`src/rtl/dac_rx_pkg.sv`:
```
package dac_rx_pkg;
  typedef enum logic [1:0] {
    PD_NORMAL = 2'b00,
    PD_1K     = 2'b01,
    PD_100K   = 2'b10,
    PD_HIZ    = 2'b11
  } pd_mode_e;
endpackage

```
`src/rtl/dac_rx_sync.sv`:
```
module dac_rx_sync #(
  parameter int unsigned        STAGES  = 2,
  parameter int unsigned        WIDTH   = 3,
  parameter logic [WIDTH-1:0]   RST_VAL = '0
) (
  input  logic             clk_i,
  input  logic             rst_ni,
  input  logic [WIDTH-1:0] d_i,
  output logic [WIDTH-1:0] q_o
);
  for (genvar b = 0; b < WIDTH; b++) begin : g_bit
    logic [STAGES-1:0] chain_q;
    always_ff @(posedge clk_i or negedge rst_ni) begin
      if (!rst_ni) chain_q <= {STAGES{RST_VAL[b]}};
      else if (STAGES == 1) chain_q <= d_i[b];
      else chain_q <= {chain_q[STAGES-2:0], d_i[b]};
    end
    assign q_o[b] = chain_q[STAGES-1];
  end
endmodule

```
`src/rtl/dac_rx_edge.sv`:
```
module dac_rx_edge (
  input  logic clk_i,
  input  logic rst_ni,
  input  logic sck_s_i,
  input  logic sel_s_ni,
  output logic sck_fall_o,
  output logic sel_low_o
);
  logic sck_prev_q;

  always_ff @(posedge clk_i or negedge rst_ni) begin
    if (!rst_ni) sck_prev_q <= 1'b0;
    else sck_prev_q <= sck_s_i;
  end

  assign sck_fall_o = sck_prev_q & ~sck_s_i;
  assign sel_low_o  = ~sel_s_ni;
endmodule

```
`src/rtl/dac_rx_frame.sv`:
```
module dac_rx_frame #(
  parameter int unsigned FRAME_BITS = 16,
  parameter int unsigned DATA_BITS  = 14,
  parameter int unsigned CNT_W      = $clog2(FRAME_BITS + 1)
) (
  input  logic                 clk_i,
  input  logic                 rst_ni,
  input  logic                 sel_low_i,
  input  logic                 sck_fall_i,
  input  logic                 sdi_i,
  output logic                 word_vld_o,
  output logic [DATA_BITS-1:0] word_o,
  output logic [CNT_W-1:0]     bit_cnt_o
);
  localparam logic [CNT_W-1:0] LAST = CNT_W'(FRAME_BITS - 1);
  localparam logic [CNT_W-1:0] FULL = CNT_W'(FRAME_BITS);

  // only the low DATA_BITS-1 bits are kept; upper frame bits fall off the end
  logic [DATA_BITS-2:0] shreg_q;
  logic [CNT_W-1:0]     cnt_q;
  logic                 take;

  assign take = sel_low_i & sck_fall_i & (cnt_q != FULL);

  always_ff @(posedge clk_i or negedge rst_ni) begin
    if (!rst_ni) begin
      shreg_q <= '0;
      cnt_q   <= '0;
    end else if (!sel_low_i) begin
      cnt_q <= '0;
    end else if (take) begin
      shreg_q <= {shreg_q[DATA_BITS-3:0], sdi_i};
      cnt_q   <= cnt_q + 1'b1;
    end
  end

  assign word_vld_o = take & (cnt_q == LAST);
  assign word_o     = {shreg_q, sdi_i};
  assign bit_cnt_o  = cnt_q;
endmodule

```
`src/rtl/dac_serial_rx.sv`:
```
module dac_serial_rx
  import dac_rx_pkg::*;
#(
  parameter int unsigned SYNC_STAGES = 2,
  parameter int unsigned FRAME_BITS  = 16,
  parameter int unsigned CODE_W      = 12,
  parameter int unsigned MODE_W      = 2
) (
  input  logic              clk_i,
  input  logic              rst_ni,
  input  logic              sel_ni,
  input  logic              sck_i,
  input  logic              sdi_i,
  output logic [CODE_W-1:0] code_o,
  output logic [MODE_W-1:0] mode_o,
  output logic              upd_o
);
  localparam int unsigned DATA_BITS = CODE_W + MODE_W;
  localparam int unsigned CNT_W     = $clog2(FRAME_BITS + 1);
  localparam logic [MODE_W-1:0] MODE_RST = MODE_W'(PD_NORMAL);

  logic [2:0]           pins_s;
  logic                 sck_fall, sel_low, word_vld;
  logic [DATA_BITS-1:0] word;
  logic [CNT_W-1:0]     bit_cnt;
  logic [CODE_W-1:0]    code_q;
  logic [MODE_W-1:0]    mode_q;
  logic                 upd_q;

  // pin order {sel, sck, sdi}; select idles high
  dac_rx_sync #(
    .STAGES (SYNC_STAGES),
    .WIDTH  (3),
    .RST_VAL(3'b100)
  ) u_sync (
    .clk_i (clk_i),
    .rst_ni(rst_ni),
    .d_i   ({sel_ni, sck_i, sdi_i}),
    .q_o   (pins_s)
  );

  dac_rx_edge u_edge (
    .clk_i     (clk_i),
    .rst_ni    (rst_ni),
    .sck_s_i   (pins_s[1]),
    .sel_s_ni  (pins_s[2]),
    .sck_fall_o(sck_fall),
    .sel_low_o (sel_low)
  );

  dac_rx_frame #(
    .FRAME_BITS(FRAME_BITS),
    .DATA_BITS (DATA_BITS),
    .CNT_W     (CNT_W)
  ) u_frame (
    .clk_i     (clk_i),
    .rst_ni    (rst_ni),
    .sel_low_i (sel_low),
    .sck_fall_i(sck_fall),
    .sdi_i     (pins_s[0]),
    .word_vld_o(word_vld),
    .word_o    (word),
    .bit_cnt_o (bit_cnt)
  );

  always_ff @(posedge clk_i or negedge rst_ni) begin
    if (!rst_ni) begin
      code_q <= '0;
      mode_q <= MODE_RST;
      upd_q  <= 1'b0;
    end else begin
      upd_q <= word_vld;
      if (word_vld) begin
        code_q <= word[CODE_W-1:0];
        mode_q <= word[DATA_BITS-1:CODE_W];
      end
    end
  end

  assign code_o = code_q;
  assign mode_o = mode_q;
  assign upd_o  = upd_q;
endmodule

```
`config.mk`:
```
export PLATFORM = sky130hd
export DESIGN_NAME = dac_serial_rx
export DESIGN_NICKNAME = d
export VERILOG_FILES = /design/src/rtl/dac_rx_pkg.sv /design/src/rtl/dac_rx_sync.sv /design/src/rtl/dac_rx_edge.sv /design/src/rtl/dac_rx_frame.sv /design/src/rtl/dac_serial_rx.sv
export SDC_FILE = /design/constraint.sdc
export NUM_CORES = 1
export LEC_CHECK = 0
export BUFFER_PORTS_ARGS = -buffer_cell sky130_fd_sc_hd__buf_2
export CAP_MARGIN = 20
export CORE_MARGIN = 5
export CORE_UTILIZATION = 60
export DETAILED_ROUTE_END_ITERATION = 6
export PLACE_DENSITY = 0.82
export SLEW_MARGIN = 20
export SYNTH_ARGS = -nofsm -noshare
export SYNTH_HDL_FRONTEND = slang
export SYNTH_SLANG_ARGS = --single-unit
```
`constraint.sdc`:
```
create_clock -name clk_i -period 3.7 [get_ports clk_i]
set_input_delay 0.74 -clock clk_i [delete_from_list [all_inputs] [get_ports clk_i]]
set_output_delay 0.74 -clock clk_i [all_outputs]
set_load 0.02 [all_outputs]
```
=== After elaboration in Yosys (flattened, before gate mapping) ===
Cells that the tools add are included.

* Register bits after elaboration: 40
* Input bits: 5
* Output and inout bits: 15
* Logic and storage cells: 22

* Add/sub/neg operators: 1
* Eq/ne operators: 2
* Mux-type cells: 2
* Bitwise operators: 6
* Reduce and logical (&&, ||, !) cells: 2

{| class="wikitable"
|+ Operators by type and width
! operator !! count
|-
| 5-bit 2-to-1 mux || 2
|-
| 5-bit by 1-bit adder with 5-bit output, second input constant || 1
|-
| 5-bit by 4-bit equality test with 1-bit output, second input constant || 1
|-
| 5-bit != test, second input constant || 1
|-
| 1-bit bitwise AND || 4
|-
| 1-bit NOT || 2
|-
| 2-bit AND reduction || 1
|-
| 2-bit nonzero test || 1
|}

=== Depth between registers and ports, before layout ===
* Depth in word-level cells: 6
* Mapped depth: 6
* Gate-level depth less buffers: 5

=== Modules after synthesis ===
From an unflattened synthesis, not the netlist that was laid out.

* Cells, all modules: 99
* Area, all modules: 1590.3 um2

{| class="wikitable"
|+ By module, submodules not included
! module !! times used !! cells an instance !! area an instance (um2) !! seq. area each (um2)
|-
| dac_rx_frame || 1 || 57 || 828.3 || 450.4
|-
| dac_serial_rx || 1 || 30 || 544.3 || 375.4
|-
| dac_rx_sync || 1 || 9 || 175.2 || 152.6
|-
| dac_rx_edge || 1 || 3 || 42.5 || 25.0
|}

=== Worst setup path after synthesis ===
OpenSTA, ideal clock, no wires.

* Kind: flip-flop to flip-flop
* Start: register u_frame.cnt_q[0] (netlist: u_frame.bit_cnt_o[0])
* End: register code_q[10] (netlist: code_o[10])
* Library setup time: 125 ps
* Arrival: 1556 ps
* Data required time: 3575 ps
* Setup slack: 2019 ps
* Cell stages (with the launch flop): 7
* Path buffers: 1
* Clock period less this slack: 1681 ps
* Cell sequence: dfrtp_1 ha_1 and3_1 ha_1 nand4b_4 buf_6 mux2_4

* Cells in the longest elaborated chain, start to end: 3
* Elaborated cells on any way between the ends: 4
* Classes of those cells: 2 x eq/ne; 2 x bitwise

{| class="wikitable"
|+ RTL lines
! element !! RTL line !! source
|-
| start: declaration || dac_rx_frame.sv:20 || <nowiki>logic [CNT_W-1:0] cnt_q;</nowiki>
|-
| start signal: assignment || dac_rx_frame.sv:33 || <nowiki>cnt_q <= cnt_q + 1'b1;</nowiki>
|-
| 5-bit != test || dac_rx_frame.sv:23 || <nowiki>assign take = sel_low_i & sck_fall_i & (cnt_q != FULL);</nowiki>
|-
| 1-bit bitwise AND || dac_rx_frame.sv:23 ||
|-
| 1-bit bitwise AND * || dac_rx_frame.sv:37 || <nowiki>assign word_vld_o = take & (cnt_q == LAST);</nowiki>
|-
| end signal: assignment || dac_serial_rx.sv:74 || <nowiki>code_q <= word[CODE_W-1:0];</nowiki>
|-
| end: declaration || dac_serial_rx.sv:26 || <nowiki>logic [CODE_W-1:0] code_q;</nowiki>
|}

Mark *: on every way between the ends. The rest lies on a longest branch, timed or not.
A chain may end at the register's enable or synchronous reset.

=== Worst setup path after layout ===
* Start: register u_frame.cnt_q[0] (netlist: u_frame.bit_cnt_o[0])
* End: register code_q[5] (netlist: code_o[5])

The elaborated chain is that of the path after synthesis.

==> qor.yml <==
cells_and_area:
  fillers: 166
  fin_cells: 152
  layout.nets: 129
  synthToLayoutAreaGrowth_pct: 11.1
  drive_gt1_share_pct: 50.0
  final_common_cell: "dfrtp_1"
  layout_common_cells: "dfrtp_1, mux2_2, buf_2"
  num_antenna_cells: 0
  post-route-util_pct: 71.1
timing:
  fin_skew_ns: 0.00687
  hold_ws_ns: 0.365
  setup_viol: 0
  maxSlewViolCount: 0
  final.min_clock_period_ns: 1.84
  rsz0062_at_grt: "no"
  worst_slew_pin_slew_ns: 0.841
  slew_headroom_pct: 43.9
  max_freq_mhz: 543
  finalCritPeriodShare_pct: 49.8
  fin_setup_tns_ns: 0
  hold_viol: 0
floorplanning:
  die_h_um: 61.9
  initial_core_util_pct: 64.0
  die-area_um2: 3830
  core_um2: 2520
  io_pins: 20
  floorplan.rows: 18
  fp.dieW_um: 61.9
power:
  power_density_nw_per_um2: 479
  leakage_nw: 0.982
  ir_worst_vdd_v: 0.000354
cts:
  cts_buffer_depth: 2
  ctsHoldBuffers: 0
  cts_made_buffers: 5
  cts_setup_buffers: 0
  cts_tree: "yes"
  h-tree-depth: 2
  clock_latency_ns: 0.33
  cts_sinks: 40
  ctsResizeCount: 0
  path_clk_slew_ns: 0.11
  clk_root_buffer_cell: "clkbuf_4"
place:
  gp_congestion: 0.735
  dp.cells: 144
  port_buffers: 19
  dp_hpwl_mm: 1.69
drt:
  num_vias: 831
  drtAntennaViolNets: 0
  wl_per_cell_um: 16.1
  drtPass1Iterations: 4
  drtIter0Drc: 18
  drt_wl_total_mm: 2.45
  drc: 0
  via_per_inst: 5.47
synth:
  ys_seq_area_share_pct: 62.1
  ys.flop_type: "dfrtp_1"
  synthCells: 99
  synthesis.area_um2: 1620
  syn_area_per_cell_um2: 16.3
  syn-num-nets: 107
  synth_cell_type_count: 26
  synth_seq_cells: 40
  synthArstFlopShare_pct: 100
  ys_warn_count: 0
  synth_edf_count: 0
min_path:
  min_delay_path_depth: 0
  hp-class: "flip-flop to flip-flop"
worst_setup_path:
  endpoint_kind: "flip-flop"
  rr_worst_depth: 5
  arrival_ns: 2.07
  worst_setup_path_start_kind: "flip-flop"
  crit_path_frequent_cell: "ha_1"
  crit_fanout: 15
  critPathMaxStageDelay_ns: 0.44
  path_cells: "ha_1 > and3_1 > ha_1 > nand4b_4 > mux2_4"
  worstPathRequired_ns: 3.93
  critical_path_class: "flip-flop to flip-flop"
  critPathSlowestCell: "dfrtp_1"
global_route:
  grt.total_usage_pct: 15.5
  grt_pass1_wl_mm: 4.22
  grt-ovfl-total: 0
  grt_pass1_vias: 903
  grt_max_degree: 41
  antenna_found_initial: 0
outcome:
  outcome: "complete, no violations"
run:
  maxCapViolations: 0
-- per-layer routing --
| layer | global-route usage [%] | up-vias | wire length, um |
|---|---|---|---|
| li1 | - | 394 | - |
| met1 | 19.1 | 412 | 1070 |
| met2 | 25.1 | 20 | 1200 |
| met3 | 4.75 | 5 | 146 |
| met4 | 7.27 | 0 | 38 |
| met5 | 0 | - | 0 |
-- cell type report --
class	count	area [um^2]	share of cell area [%]
clock buffer	6	41.3	2.30
clock inverter	2	35.0	1.95
inverter	4	15.0	0.837
multi-input combinational	51	567	31.6
sequential	40	1000	55.9
tap	30	37.5	2.09
timing repair buffer	19	95.1	5.30
-- Yosys cell counts (2+ instances only) --
library cell / instances / share of area [%]
buf_4: 2 / 0.93
inv_1: 4 / 0.93
ha_1: 3 / 2.3
dfrtp_1: 38 / 59
nor2_1: 3 / 0.70
nand4b_1: 2 / 1.1
mux2_2: 19 / 13
mux2_4: 9 / 8.4
dfstp_2: 2 / 3.3
-- worst max-delay path, delay by kind of cell, from the launching register on --
family	cells	cell delay, ns
fa+ha+maj	2	0.40
flops	1	0.44
mux	1	0.41
simple gates	2	0.49
-- path summary, 6_finish.rpt --
path	startpoint	to	slack (ns)
setup reg to reg	u_frame.bit_cnt_o[0]	code_o[5]	1.86
min in group asynchronous	rst_ni	mode_o[0]	0.50
hold / removal	u_sync.g_bit[2].chain_q[0]	u_sync.g_bit[2].chain_q[1]	0.37
max in group asynchronous	rst_ni	u_frame.shreg_q[7]	2.68
hold reg to reg	u_sync.g_bit[2].chain_q[0]	u_sync.g_bit[2].chain_q[1]	0.37
setup / recovery	u_frame.bit_cnt_o[0]	code_o[5]	1.86
-- flip-flops by register name, indices dropped and copies added (netlist names) --
signal / flops
u_frame.shreg_q: 13
u_frame.bit_cnt_o: 5
u_edge.sck_prev_q: 1
code_o: 12
upd_o: 1
u_sync.g_bit.chain_q: 6
mode_o: 2
-- where the power goes --
part | switching, mW | total [mW] | internal, mW
logic | 0.0280 | 0.0677 | 0.0397
clock network | 0.133 | 0.274 | 0.142
registers | 0.0352 | 0.518 | 0.482
total | 0.196 | 0.860 | 0.664
-- cell families after synthesis --
group / share of synthesized area (%)
flops: 62.1
mux: 21.6
simple gates: 8.99
buf+inv: 2.79
compound gates: 2.17
fa+ha+maj: 2.32
-- metrics by stage --
step / power [mW] / setup WS (ns) / instance area (um^2)
after CTS: 0.868 / 1.86 / 1790
final: 0.860 / 1.86 / 1790
after global routing: 0.903 / 1.76 / 1790
after floorplan: 0.567 / 2.02 / 1620
after detailed placement: 0.597 / 1.89 / 1720
after global placement: 0.586 / 1.96 / 1720
Power figures use the tool's default switching activity.
